### config.mk
export PLATFORM = sky130hd
export DESIGN_NAME = rx_desc_seq
export DESIGN_NICKNAME = d
export VERILOG_FILES = /design/src/rtl/rds_pkg.sv /design/src/rtl/rds_next_addr.sv /design/src/rtl/rds_chunk.sv /design/src/rtl/rx_desc_seq.sv
export SDC_FILE = /design/constraint.sdc
export NUM_CORES = 1
export LEC_CHECK = 0
export ABC_AREA = 0
export BUFFER_PORTS_ARGS = -buffer_cell sky130_fd_sc_hd__buf_2
export CORE_UTILIZATION = 40
export CTS_CLUSTER_SIZE = 16
export DETAILED_ROUTE_END_ITERATION = 12
export PLACE_DENSITY_LB_ADDON = 0.25
export SYNTH_ARGS = -nofsm -noshare
export SYNTH_HDL_FRONTEND = slang
export SYNTH_HIERARCHICAL = 1
export SYNTH_SLANG_ARGS = --single-unit
### constraint.sdc
create_clock -name clk -period 6.6 [get_ports clk]
set_input_delay 0.66 -clock clk [delete_from_list [all_inputs] [get_ports clk]]
set_output_delay 0.66 -clock clk [all_outputs]
set_load 0.005 [all_outputs]
### src/rtl/rds_pkg.sv
package rds_pkg;
  typedef enum logic [2:0] {
    S_IDLE  = 3'd0,
    S_FETCH = 3'd1,
    S_BUF1  = 3'd2,
    S_BUF2  = 3'd3,
    S_WB    = 3'd4
  } rds_state_e;

  localparam int unsigned FLAG_END_BIT   = 15;
  localparam int unsigned FLAG_LINK_BIT  = 14;
  localparam int unsigned SIZE2_LSB      = 16;
endpackage

### src/rtl/rds_next_addr.sv
module rds_next_addr #(
  parameter int unsigned AW     = 32,
  parameter int unsigned STRIDE = 16
) (
  input  logic [AW-1:0] cur,
  input  logic [AW-1:0] base,
  input  logic [AW-1:0] link,
  input  logic          end_flag,
  input  logic          link_flag,
  output logic [AW-1:0] nxt
);
  localparam logic [AW-1:0] STEP = AW'(STRIDE);

  always_comb begin
    if (end_flag)       nxt = base;   // end of table wins over linked mode
    else if (link_flag) nxt = link;
    else                nxt = cur + STEP;
  end
endmodule

### src/rtl/rds_chunk.sv
module rds_chunk #(
  parameter int unsigned LW = 16,
  parameter int unsigned SW = 13
) (
  input  logic [LW-1:0] remaining,
  input  logic [SW-1:0] size,
  output logic [LW-1:0] take,
  output logic          use_buf
);
  logic [LW-1:0] size_ext;

  always_comb begin
    size_ext = LW'(size);
    use_buf  = (size != '0) && (remaining != '0);
    take     = (remaining < size_ext) ? remaining : size_ext;
  end
endmodule

### src/rtl/rx_desc_seq.sv
module rx_desc_seq
  import rds_pkg::*;
#(
  parameter int unsigned AW     = 32,
  parameter int unsigned LW     = 16,
  parameter int unsigned SW     = 13,
  parameter int unsigned TW     = 32,
  parameter int unsigned STRIDE = 16
) (
  input  logic          clk,
  input  logic          rst_n,
  input  logic [AW-1:0] cfg_base,
  input  logic          cfg_ts_en,
  output logic          frm_ready,
  input  logic          frm_start,
  input  logic [LW-1:0] frm_len,
  input  logic [TW-1:0] frm_ts,
  input  logic          frm_ts_hit,
  output logic          fetch_req,
  output logic [AW-1:0] fetch_addr,
  input  logic          fetch_ack,
  input  logic [31:0]   fetch_w1,
  input  logic [31:0]   fetch_w2,
  input  logic [31:0]   fetch_w3,
  output logic          wr_req,
  output logic [AW-1:0] wr_addr,
  output logic [LW-1:0] wr_len,
  input  logic          wr_ack,
  output logic          wb_valid,
  output logic [AW-1:0] wb_addr,
  output logic          wb_last,
  output logic [LW-1:0] wb_len,
  output logic [TW-1:0] wb_w2
);
  localparam int unsigned S2_MSB = SIZE2_LSB + SW - 1;

  rds_state_e    state_q, state_d;
  logic [AW-1:0] cur_q;
  logic          init_q;
  logic [LW-1:0] rem_q, rem_d;
  logic [LW-1:0] total_q;
  logic [TW-1:0] ts_q;
  logic          hit_q;
  logic [31:0]   w1_q, w2_q, w3_q;
  logic          wrote_q, wrote_d;

  logic          en_frame, en_desc, en_rem, en_adv, en_wrote;
  logic [AW-1:0] cur_eff, nxt_addr;
  logic [SW-1:0] size1, size2, size_sel;
  logic          flag_end, flag_link;
  logic [LW-1:0] ck_len;
  logic          ck_use;
  logic          in_buf;

  // ---------------- descriptor field decode ----------------
  always_comb begin
    size1     = w1_q[SW-1:0];
    size2     = w1_q[S2_MSB:SIZE2_LSB];
    flag_end  = w1_q[FLAG_END_BIT];
    flag_link = w1_q[FLAG_LINK_BIT];
    cur_eff   = init_q ? cur_q : cfg_base;
    in_buf    = (state_q == S_BUF1) || (state_q == S_BUF2);
    if (state_q == S_BUF2) size_sel = flag_link ? '0 : size2;
    else                   size_sel = size1;
  end

  rds_chunk #(.LW(LW), .SW(SW)) u_chunk (
    .remaining (rem_q),
    .size      (size_sel),
    .take      (ck_len),
    .use_buf   (ck_use)
  );

  rds_next_addr #(.AW(AW), .STRIDE(STRIDE)) u_next (
    .cur       (cur_eff),
    .base      (cfg_base),
    .link      (w3_q[AW-1:0]),
    .end_flag  (flag_end),
    .link_flag (flag_link),
    .nxt       (nxt_addr)
  );

  // ---------------- outputs ----------------
  always_comb begin
    frm_ready  = (state_q == S_IDLE);
    fetch_req  = (state_q == S_FETCH);
    fetch_addr = cur_eff;
    wr_req     = in_buf && ck_use;
    wr_addr    = (state_q == S_BUF2) ? w3_q[AW-1:0] : w2_q[AW-1:0];
    wr_len     = ck_len;
    wb_valid   = (state_q == S_WB) && wrote_q;
    wb_addr    = cur_eff;
    wb_last    = (rem_q == '0);
    wb_len     = wb_last ? total_q : '0;
    wb_w2      = (wb_last && cfg_ts_en && hit_q) ? ts_q : TW'(w2_q);
  end

  // ---------------- next state ----------------
  always_comb begin
    state_d  = state_q;
    rem_d    = rem_q;
    wrote_d  = wrote_q;
    en_frame = 1'b0;
    en_desc  = 1'b0;
    en_rem   = 1'b0;
    en_adv   = 1'b0;
    en_wrote = 1'b0;
    unique case (state_q)
      S_IDLE: begin
        if (frm_start) begin
          en_frame = 1'b1;
          en_rem   = 1'b1;
          rem_d    = frm_len;
          state_d  = S_FETCH;
        end
      end
      S_FETCH: begin
        if (fetch_ack) begin
          en_desc  = 1'b1;
          en_wrote = 1'b1;
          wrote_d  = 1'b0;
          state_d  = S_BUF1;
        end
      end
      S_BUF1, S_BUF2: begin
        if (!ck_use || wr_ack) begin
          state_d = (state_q == S_BUF1) ? S_BUF2 : S_WB;
        end
        if (ck_use && wr_ack) begin
          en_rem   = 1'b1;
          rem_d    = rem_q - ck_len;
          en_wrote = 1'b1;
          wrote_d  = 1'b1;
        end
      end
      S_WB: begin
        en_adv  = 1'b1;
        state_d = (rem_q == '0) ? S_IDLE : S_FETCH;
      end
      default: state_d = S_IDLE;
    endcase
  end

  // ---------------- registers ----------------
  always_ff @(posedge clk or negedge rst_n) begin
    if (!rst_n) begin
      state_q <= S_IDLE;
      cur_q   <= '0;
      init_q  <= 1'b0;
      rem_q   <= '0;
      total_q <= '0;
      ts_q    <= '0;
      hit_q   <= 1'b0;
      w1_q    <= '0;
      w2_q    <= '0;
      w3_q    <= '0;
      wrote_q <= 1'b0;
    end else begin
      state_q <= state_d;
      if (en_rem)   rem_q   <= rem_d;
      if (en_wrote) wrote_q <= wrote_d;
      if (en_frame) begin
        total_q <= frm_len;
        ts_q    <= frm_ts;
        hit_q   <= frm_ts_hit;
      end
      if (en_desc) begin
        w1_q <= fetch_w1;
        w2_q <= fetch_w2;
        w3_q <= fetch_w3;
      end
      if (en_adv) begin
        cur_q  <= nxt_addr;
        init_q <= 1'b1;
      end
    end
  end

  // ---------------- assertions ----------------
  p_idle_quiet_r1: assert property (@(posedge clk) disable iff (!rst_n)
    frm_ready |-> (!fetch_req && !wr_req && !wb_valid));

  p_wr_bound_r2: assert property (@(posedge clk) disable iff (!rst_n)
    wr_req |-> (wr_len != '0 && wr_len <= rem_q));

  p_end_to_base_r4: assert property (@(posedge clk) disable iff (!rst_n)
    (state_q == S_WB && rem_q != '0 && flag_end) |=> (fetch_addr == $past(cfg_base)));

  p_link_no_buf2_r5: assert property (@(posedge clk) disable iff (!rst_n)
    (wr_req && state_q == S_BUF2) |-> !flag_link);

  p_w2_kept_r11: assert property (@(posedge clk) disable iff (!rst_n)
    (wb_valid && !wb_last) |-> (wb_w2 == TW'(w2_q)));

  p_fetch_hold_r12: assert property (@(posedge clk) disable iff (!rst_n)
    (fetch_req && !fetch_ack) |=> (fetch_req && $stable(fetch_addr)));

  p_wr_hold_r12: assert property (@(posedge clk) disable iff (!rst_n)
    (wr_req && !wr_ack) |=> (wr_req && $stable(wr_addr) && $stable(wr_len)));
endmodule

==> reports/qor.yml, run 1 <==
pwr:
  power.static_leakage_nw: 6.832
  power.internal_w: 0.004587
  p_seq_frac: 0.286
  power_frac_clock: 0.140
  comb_power_share: 0.575
  total_switching_power_w: 0.003418
  power_density_nw_per_um2: 568.2
  switching_share: 0.4270
  vdd.ir_drop.worst_mv: 0.4302
  total_power_w: 0.008004
drt:
  total_number_of_vias: 9665
  first_iter_violations: 650
  postRouteWirelength_um: 35100
  drt_first_pass_iters: 5
  drc_violations: 0
  wire_per_inst_um: 19.22
  post_drt_via_cell_ratio: 5.293
  antenna_violating_nets_post_route: 0
timing:
  worst_slew_margin_rel: 0.3319
  finalSetupViolCount: 0
  post-route-worst-setup-slack_ps: 1073
  finalMaxSlewViolations: 0
  fin_worst_hold_slack_ps: 213.0
  max_clock_freq_ghz: 0.1809
  setup_tns_ps: 0
  post-route-period-util: 0.8374
  fin_skew_ps: 20.36
  tightestPinTransition_ps: 1002
  fin_crit_ps: 5527
  rsz_0062_raised_after_global_routing: "no"
  final-hold-violation-count: 0
hold_path:
  worst_hold_path_type: "in -> async"
clock_tree:
  cts_tree: "built"
  cts_buffers: 17
  max-clock-path-buffers: 2
  clock_latency_reported_for_the_late_side_of_the_worst_skew_pair_ps: 440
  post_cts_buffers: 0
  ctsRootBufferMaster: "sky130_fd_sc_hd__clkbuf_16"
  cts.hold.buffers_added: 0
  post_cts_resized: 0
  clock_sinks: 194
  htree_levels: 4
  clk_pin_slew_worst_paths_ps: 80
setup_path:
  setup.worst_path.end_class: "flop"
  crit_arrival_ps: 5900
  worst_reg2reg_endpoint: "rem_q[15]"
  worst-path-max-fanout: 39
  timing.critical_path.from_type: "flop"
  cpMostUsedCell: "sky130_fd_sc_hd__buf_4"
  r2r.worst_path.cells: 22
  path_depth: 22
  reg2reg_setup_slack_ps: 1070
  required_time_of_the_worst_setup_path_ps: 6980
  worst-setup-path-type: "reg -> reg"
  critPathTopFamily: "compound AO/OA/AOI/OAI gates"
  worst_flop_to_flop_path_startpoint: "state_q[1]"
  critical-path-slowest-cell: "sky130_fd_sc_hd__dfrtp_1"
  cell_by_cell_listing_of_the_critical_path: "nor2b_1, buf_4, nand2_2, buf_4, o21ai_0, inv_1, ha_1, a21o_2, a221oi_2, o21ai_1, a21oi_2, buf_4, mux2_2, inv_1, ha_1, a21oi_1, nor3_1, o21ai_0, o211ai_2, xor2_1, or4_1, nand3_1"
  slowest_delay_ps: 490
  crit_path_buffers_inverters: 5
yosys:
  synthesis.instances: 1147
  synth_compound_area_frac: 0.08423
  syn_area_per_cell_um2: 10.20
  netlist_area_um2: 11700
  synth_top_family_by_area: "multiplexers"
  synth_ff_type: "sky130_fd_sc_hd__dfrtp_1"
  post_synth_num_cell_types: 68
  synth_sequential_area_ratio: 0.4148
  asyncSetResetFlopFracSynth: 1.000
  synth_xor_xnor_area_share: 0.01871
  synth-edff-count: 0
  post_synth_fa_ha_maj_area_fraction: 0.03164
  syn_warnings: 6
  proportion_of_synthesized_area_in_mux_cells: 0.2389
  postSynthRegisterBits: 194
  synth_area_in_simple_gates: 0.1502
grt:
  grt_remaining_overflow: 0
  grt_first_pass_wirelength_um: 54350
  grt_pass1_vias: 9368
  grt_start_max_net_pins: 71
  initial_antenna_violation_count: 3
  track_usage: 0.2330
floorplan:
  chipWidth_um: 173.1
  die_height_um: 173.1
  die-area_um2: 29950
  floorplan.io_pins: 348
  core.rowCount: 62
  fp.coreArea_um2: 28780
  start_util: 0.4067
place:
  placed_standard_cell_area_um2: 13450
  port_buffers: 340
  globalplace.congestion: 0.8883
  setup_ws_pre_cts_ps: 1175
  hpwl_um: 25900
run_status:
  status: "completed"
finish:
  finalNetCount: 1638
  final_layout_size_suffix_gt1_frac: 0.4545
  final_common_cell: "sky130_fd_sc_hd__buf_2"
  fin_area_um2: 14090
  flow.area_growth_from_synthesis_pct: 20.35
  final_cell_mix: "339 x sky130_fd_sc_hd__buf_2, 233 x sky130_fd_sc_hd__mux2_2, 202 x sky130_fd_sc_hd__nand2_1, 193 x sky130_fd_sc_hd__dfrtp_1, 48 x sky130_fd_sc_hd__o21ai_0"
run:
  drv.max_cap_violation_count: 0
-- synth_stat cells (8+ instances only) --
master,count,area (µm²)
sky130_fd_sc_hd__nand2b_1,18,112.6
sky130_fd_sc_hd__buf_4,45,337.8
sky130_fd_sc_hd__xnor2_1,11,96.34
sky130_fd_sc_hd__nand2_1,204,765.7
sky130_fd_sc_hd__ha_1,28,350.3
sky130_fd_sc_hd__nor2_1,23,86.33
sky130_fd_sc_hd__a21oi_1,31,155.2
sky130_fd_sc_hd__clkbuf_1,25,93.84
sky130_fd_sc_hd__and2_1,19,118.9
sky130_fd_sc_hd__mux2_2,233,2624
sky130_fd_sc_hd__o22ai_1,8,50.05
sky130_fd_sc_hd__xor2_1,14,122.6
sky130_fd_sc_hd__nand4_1,12,75.07
sky130_fd_sc_hd__nand3_1,19,95.09
sky130_fd_sc_hd__a22oi_1,13,97.59
sky130_fd_sc_hd__nor3_1,13,65.06
sky130_fd_sc_hd__buf_2,20,100.1
sky130_fd_sc_hd__mux2i_1,15,150.1
sky130_fd_sc_hd__nor4_1,11,68.82
sky130_fd_sc_hd__inv_1,36,135.1
sky130_fd_sc_hd__dfrtp_1,194,4855
sky130_fd_sc_hd__o21ai_0,48,240.2
-- flip-flops by register name (all words and copies together), names as in the netlist --
name,cells
w3_q,32
wrote_q,1
ts_q,32
cur_q,32
rem_q,16
total_q,16
init_q,1
hit_q,1
w2_q,32
w1_q,28
state_q,3
-- kinds of logic after synthesis --
| kind of cell | Yosys count |
|---|---|
| mux | 250 |
| flops | 194 |
| other cells | 1 |
| buf+inv | 133 |
| fa+ha+maj | 29 |
| compound gates | 152 |
| simple gates | 363 |
| xor+xnor | 25 |
-- worst reg2reg max path: cells and delay by family, from the launching register on --
| kind | cells | cell delay, ps |
|---|---|---|
| AOI/OAI and AO/OA | 8 | 2050 |
| xor gates and xnor gates | 1 | 160 |
| adders and majority gates | 2 | 600 |
| buffers and inverters | 5 | 940 |
| DFF | 1 | 490 |
| muxes | 1 | 360 |
| and+or+nand+nor | 5 | 910 |
-- how the worst max path moves through the flow --
| stage | end | startpoint |
|---|---|---|
| floorplan | rem_q[14] | state_q[1] |
| global placement | rem_q[15] | state_q[1] |
| detailed placement | rem_q[15] | state_q[1] |
| CTS | rem_q[15] | state_q[1] |
| global route | rem_q[15] | state_q[1] |
| finish | rem_q[15] | state_q[1] |
-- stage by stage --
step / std cells / util
after floorplan: 1149 / -
after global placement: 1791 / 0.4674
after detailed placement: 1791 / 0.4674
after CTS: 1823 / 0.4892
after global routing: 1826 / 0.4895
final: 1826 / 0.4895
-- power by group through the flow --
stage / logic [W] / clock network (W) / registers [W]
finish: 0.00460 / 0.00112 / 0.00229
global route: 0.00507 / 0.00119 / 0.00237
CTS: 0.00460 / 0.00115 / 0.00229
detailed placement: 0.00457 / 0 / 0.00231
global placement: 0.00450 / 0 / 0.00228
floorplan: 0.00342 / 0 / 0.00205
-- final cells by class --
cell class | instances | area [µm²]
fill | 2809 | 14690
timing repair buffer | 355 | 1823
tap | 384 | 480.5
sequential | 194 | 4856
multi-input combinational | 822 | 6157
antenna | 3 | 7.507
inverter | 36 | 135.1
clock inverter | 12 | 161.4
clock buffer | 20 | 466.7
-- routing by layer --
metal | up-vias | GRT usage | wire length (µm)
li1 | 4556 | - | -
met1 | 4770 | 0.3159 | 15900
met2 | 309 | 0.3856 | 16940
met3 | 30 | 0.03870 | 1685
met4 | 0 | 0.06010 | 571
met5 | - | 0 | 0
Note: power is estimated with default switching activity, not from simulation.
==> run 2: changes to the inputs <==
clock period = 4.8 ns   (was 6.6 ns; I/O delays follow)
==> run 2 against run 1 <==
Compared with the run above: register-to-register slack worse by 940 ps; global-route usage hardly changed; power is 41% higher; clock-buffer cell count is 3 lower; via count is 0.28% higher; die area stayed put; critical path depth is 1 lower; largest power group unchanged.
==> reports/qor.yml, run 2 (synthesized netlist as in run 1, its figures left out) <==
run_status:
  status: "completed"
grt:
  grt_start_max_net_pins: 107
  initial_antenna_violation_count: 5
  grt_pass1_vias: 9359
  grt_remaining_overflow: 0
  track_usage: 0.2325
  grt_first_pass_wirelength_um: 53790
run:
  drv.max_cap_violation_count: 0
finish:
  final_common_cell: "sky130_fd_sc_hd__buf_2"
  final_layout_size_suffix_gt1_frac: 0.4710
  nFillCells: 2744
  flow.area_growth_from_synthesis_pct: 22.21
  finalNetCount: 1664
  final_cell_mix: "339 x sky130_fd_sc_hd__buf_2, 232 x sky130_fd_sc_hd__mux2_2, 201 x sky130_fd_sc_hd__nand2_1, 193 x sky130_fd_sc_hd__dfrtp_1, 39 x sky130_fd_sc_hd__buf_4"
floorplan:
  fp.coreArea_um2: 28780
  chipWidth_um: 173.1
  core.rowCount: 62
  die-area_um2: 29950
  floorplan.io_pins: 348
  start_util: 0.4067
  die_height_um: 173.1
pwr:
  comb_power_share: 0.592
  power_frac_clock: 0.128
  p_seq_frac: 0.280
  vdd.ir_drop.worst_mv: 0.5350
  power_density_nw_per_um2: 786.2
  power.static_leakage_nw: 6.967
  total_switching_power_w: 0.004815
  switching_share: 0.4282
  total_power_w: 0.01125
  power.internal_w: 0.006432
setup_path:
  crit_path_buffers_inverters: 4
  required_time_of_the_worst_setup_path_ps: 5190
  worst-setup-path-type: "reg -> reg"
  cell_by_cell_listing_of_the_critical_path: "nor2b_4, nand2_4, buf_4, o21ai_4, inv_1, ha_1, a21o_2, a221oi_2, o21ai_1, a21oi_2, buf_4, mux2_4, inv_2, ha_1, nor2b_4, o31a_1, o31ai_4, o211ai_2, xor2_1, or4_1, nand3_1"
  crit_arrival_ps: 5060
  r2r.worst_path.cells: 21
  critPathTopFamily: "compound AO/OA/AOI/OAI gates"
  worst-path-max-fanout: 4
  critical-path-slowest-cell: "sky130_fd_sc_hd__or4_1"
  setup.worst_path.end_class: "flop"
  path_depth: 21
  slowest_delay_ps: 470
  timing.critical_path.from_type: "flop"
timing:
  finalMaxSlewViolations: 0
  fin_crit_ps: 4664
  fin_skew_ps: 14.63
  fin_worst_hold_slack_ps: 113.7
  worst_slew_margin_rel: 0.3052
  setup_tns_ps: 0
  post-route-period-util: 0.9717
  tightestPinTransition_ps: 1042
  final-hold-violation-count: 0
  max_clock_freq_ghz: 0.2144
  finalSetupViolCount: 0
clock_tree:
  cts_buffers: 17
  ctsRootBufferMaster: "sky130_fd_sc_hd__clkbuf_16"
  clk_pin_slew_worst_paths_ps: 90
  clock_sinks: 194
  max-clock-path-buffers: 2
  clock_latency_reported_for_the_late_side_of_the_worst_skew_pair_ps: 460
  cts.hold.buffers_added: 0
  cts_tree: "built"
  htree_levels: 4
drt:
  wire_per_inst_um: 18.86
  postRouteWirelength_um: 34920
  antenna_violating_nets_post_route: 0
  drc_violations: 0
  post_drt_via_cell_ratio: 5.233
  total_number_of_vias: 9692
  first_iter_violations: 698
  drt_first_pass_iters: 5
hold_path:
  worst_hold_path_type: "in -> async"
place:
  port_buffers: 340
  globalplace.congestion: 0.8689
  hpwl_um: 25860
run 2: cell count changes in the layout (fill, tap and decap cells not counted), sizes merged:
cell      delta
buf         +26
clkinv       +4
clkbuf       -3
bufinv       -2
inv          +2
clkinvlp     -1
run 2: timing repair:
item | in CTS | in global routing
endpoints found under the setup margin | 0 | 11
gates resized for setup | 0 | 30
buffers inserted | 0 | 6
hold endpoints to repair | 0 | 0
run 2: final cells by class:
class	instances	area, µm²	area share
multi-input cells	822	6208	0.4340
flip-flops and latches	194	4856	0.3395
repair buffers	381	2034	0.1422
well taps	384	480.5	0.03359
clock buffers	17	425.4	0.02974
clock inverters	15	157.7	0.01102
inverters	36	135.1	0.009446
diodes	3	7.507	0.0005248
run 2: per-stage QoR:
| step | setup WS [ps] | cell area [µm²] | util | std cells |
|---|---|---|---|---|
| after floorplan | 83.70 | 11710 | - | 1149 |
| after global placement | 157.4 | 13610 | 0.4730 | 1811 |
| after detailed placement | 93.89 | 13610 | 0.4730 | 1811 |
| after CTS | 60.74 | 14200 | 0.4933 | 1843 |
| after global routing | -12.80 | 14300 | 0.4970 | 1851 |
| final | 136.0 | 14310 | 0.4970 | 1852 |
run 2: routing by layer:
layer	vias to the layer above	share of wire	track usage
met5	-	0.00077	0
met2	318	0.48	0.3805
met4	4	0.024	0.08038
li1	4609	-	-
met1	4715	0.44	0.3030
met3	46	0.056	0.05145
run 2: final timing paths:
check	slack [ps]	endpoint	from
min in group clk	210	ts_q[11]	frm_ts[11]
hold / removal	110	w3_q[0]	rst_n
hold reg to reg	470	ts_q[26]	ts_q[26]
max in group asynchronous	3680	w1_q[14]	rst_n
setup reg to reg	140	rem_q[15]	state_q[2]
setup / recovery	140	rem_q[15]	state_q[2]
run 2: power groups by stage:
stage	clock (W)	combinational (W)	sequential (W)
global placement	0	0.00640	0.00314
floorplan	0	0.00471	0.00282
finish	0.00144	0.00666	0.00315
detailed placement	0	0.00649	0.00318
CTS	0.00148	0.00653	0.00315
global route	0.00154	0.00732	0.00326
==> run 3: changes to the inputs <==
SETUP_SLACK_MARGIN = 0.2   (was default)
==> run 3 against run 2 <==
Compared with the run above: routed wire length is 3.3% higher; hold slack worse by 19 ps; clock skew hardly changed; clock-buffer cell count stayed put; non-clock buffer count is 10 higher; sequential power hardly changed; final cell count is 0.76% higher; global-route usage is 0.64 points higher; via count is 1.3% higher; power is 6.9% higher; setup slack better by 83 ps; critical path depth is 1 lower; critical endpoint unchanged; highest routed layer is now met4.
==> reports/qor.yml, run 3 (synthesized netlist as in run 1, its figures left out) <==
run_status:
  status: "completed"
clock_tree:
  clock_latency_reported_for_the_late_side_of_the_worst_skew_pair_ps: 440
  ctsRootBufferMaster: "sky130_fd_sc_hd__clkbuf_16"
  max-clock-path-buffers: 2
  cts_tree: "built"
  clock_sinks: 194
  clk_pin_slew_worst_paths_ps: 90
  cts_buffers: 17
  htree_levels: 4
  cts.hold.buffers_added: 0
timing:
  fin_crit_ps: 4581
  post-route-period-util: 0.9543
  fin_skew_ps: 14.89
  tightestPinTransition_ps: 1131
  rsz_0062_raised_after_global_routing: "yes"
  post-route-worst-setup-slack_ps: 219.4
  max_clock_freq_ghz: 0.2183
  finalMaxSlewViolations: 0
  final-hold-violation-count: 0
  finalSetupViolCount: 0
  worst_slew_margin_rel: 0.2462
grt:
  grt_remaining_overflow: 0
  initial_antenna_violation_count: 4
  grt_first_pass_wirelength_um: 55320
  track_usage: 0.2389
  grt_pass1_vias: 9645
  grt_start_max_net_pins: 92
place:
  dp.cells: 1811
  setup_ws_pre_cts_ps: -55.41
  port_buffers: 340
  hpwl_um: 26020
  globalplace.congestion: 0.8677
  placed_standard_cell_area_um2: 13610
setup_path:
  timing.critical_path.from_type: "flop"
  worst-path-max-fanout: 7
  setup.worst_path.end_class: "flop"
  crit_arrival_ps: 4960
  required_time_of_the_worst_setup_path_ps: 5180
  worst-setup-path-type: "reg -> reg"
finish:
  final-instance-count-excl-fill: 1866
  multi_input_area_um2: 6446
  flow.area_growth_from_synthesis_pct: 25.72
  final_layout_size_suffix_gt1_frac: 0.4939
  finalNetCount: 1675
  fin_area_um2: 14720
  nFillCells: 2723
  final_common_cell: "sky130_fd_sc_hd__buf_2"
  final_cell_mix: "339 x sky130_fd_sc_hd__buf_2, 230 x sky130_fd_sc_hd__mux2_2, 198 x sky130_fd_sc_hd__nand2_1, 193 x sky130_fd_sc_hd__dfrtp_1, 42 x sky130_fd_sc_hd__buf_4"
  register_area_um2: 4856
  final_core_util: 0.5113
run:
  drv.max_cap_violation_count: 0
pwr:
  power_density_nw_per_um2: 816.9
  vdd.ir_drop.worst_mv: 0.5545
  total_power_w: 0.01202
  power.static_leakage_nw: 7.084
floorplan:
  die-area_um2: 29950
  start_util: 0.4067
  floorplan.io_pins: 348
  chipWidth_um: 173.1
  core.rowCount: 62
  die_height_um: 173.1
  fp.coreArea_um2: 28780
drt:
  first_iter_violations: 740
  total_number_of_vias: 9819
  post_drt_via_cell_ratio: 5.262
  drt_first_pass_iters: 5
  drc_violations: 0
  postRouteWirelength_um: 36080
  wire_per_inst_um: 19.34
  antenna_violating_nets_post_route: 0
hold_path:
  worst_hold_path_type: "in -> async"
## run 3: cell count changes in the layout (fill, tap and decap cells not counted), moves of 4 or more
cell | before | now
sky130_fd_sc_hd__o21ai_1 | 13 | 9
sky130_fd_sc_hd__ha_1 | 28 | 19
sky130_fd_sc_hd__buf_6 | 1 | 5
sky130_fd_sc_hd__ha_4 | 0 | 7
sky130_fd_sc_hd__o21ai_2 | 3 | 7
## run 3: path summary, 6_finish.rpt
| path | startpoint | endpoint | slack [ps] | cells after the start |
|---|---|---|---|---|
| max | state_q[2] | rem_q[15] | 220 | 20 |
| min | rst_n | cur_q[10] | 90 | 1 |
| max reg2reg | state_q[2] | rem_q[15] | 220 | 20 |
| min reg2reg | ts_q[19] | ts_q[19] | 470 | 2 |
| max in group asynchronous | rst_n | w3_q[27] | 3710 | 2 |
| min in group clk | frm_ts[11] | ts_q[11] | 230 | 3 |
## run 3: per-layer routing
metal | global-route usage | wire length, µm | vias up
met4 | 0.06748 | 469 | 0
met3 | 0.03782 | 1712 | 30
met5 | 0 | 0 | -
li1 | - | - | 4627
met1 | 0.3165 | 16220 | 4838
met2 | 0.4032 | 17680 | 324
## run 3: layout make-up
class	count	area share
well taps	384	0.03265
clock inverters	15	0.01309
clock buffers	17	0.02891
multi-input cells	823	0.4381
inverters	36	0.009353
flip-flops and latches	194	0.3300
repair buffers	391	0.1469
diodes	6	0.001020
## run 3: worst max-delay path, stage by stage, from the launching register on
cell and delay, ps:
sky130_fd_sc_hd__dfrtp_1 410, sky130_fd_sc_hd__nor2b_4 220, sky130_fd_sc_hd__nand2_4 150, sky130_fd_sc_hd__buf_8 180, sky130_fd_sc_hd__o21ai_2 180, sky130_fd_sc_hd__inv_1 60
sky130_fd_sc_hd__ha_1 320, sky130_fd_sc_hd__a41o_2 240, sky130_fd_sc_hd__a21oi_2 130, sky130_fd_sc_hd__o21ai_2 80, sky130_fd_sc_hd__a21oi_4 260, sky130_fd_sc_hd__mux2_4 360
sky130_fd_sc_hd__inv_4 60, sky130_fd_sc_hd__ha_4 200, sky130_fd_sc_hd__nor2b_4 130, sky130_fd_sc_hd__o31a_1 330, sky130_fd_sc_hd__o31ai_4 310, sky130_fd_sc_hd__o211ai_2 110
sky130_fd_sc_hd__xor2_1 180, sky130_fd_sc_hd__or4_1 510, sky130_fd_sc_hd__nand3_1 80
## run 3: power breakdown
part           internal (W)  switching [W]
combinational       0.00371        0.00363
clock              0.000754       0.000744
sequential          0.00244       0.000745
total               0.00690        0.00512
## run 3: repair_timing
item,in CTS,in global routing
setup endpoints to repair,10,11
gates cloned,1,1
setup buffers,2,13
gates resized for setup,14,64
pin swaps,2,18
## run 3: per-stage QoR
step                      hold WS (ps)  TNS [ps]
final                            94.45         0
after global placement           450.8         0
after floorplan                  184.4         0
after detailed placement         455.8    -75.12
after global routing             147.2         0
after CTS                        126.4         0
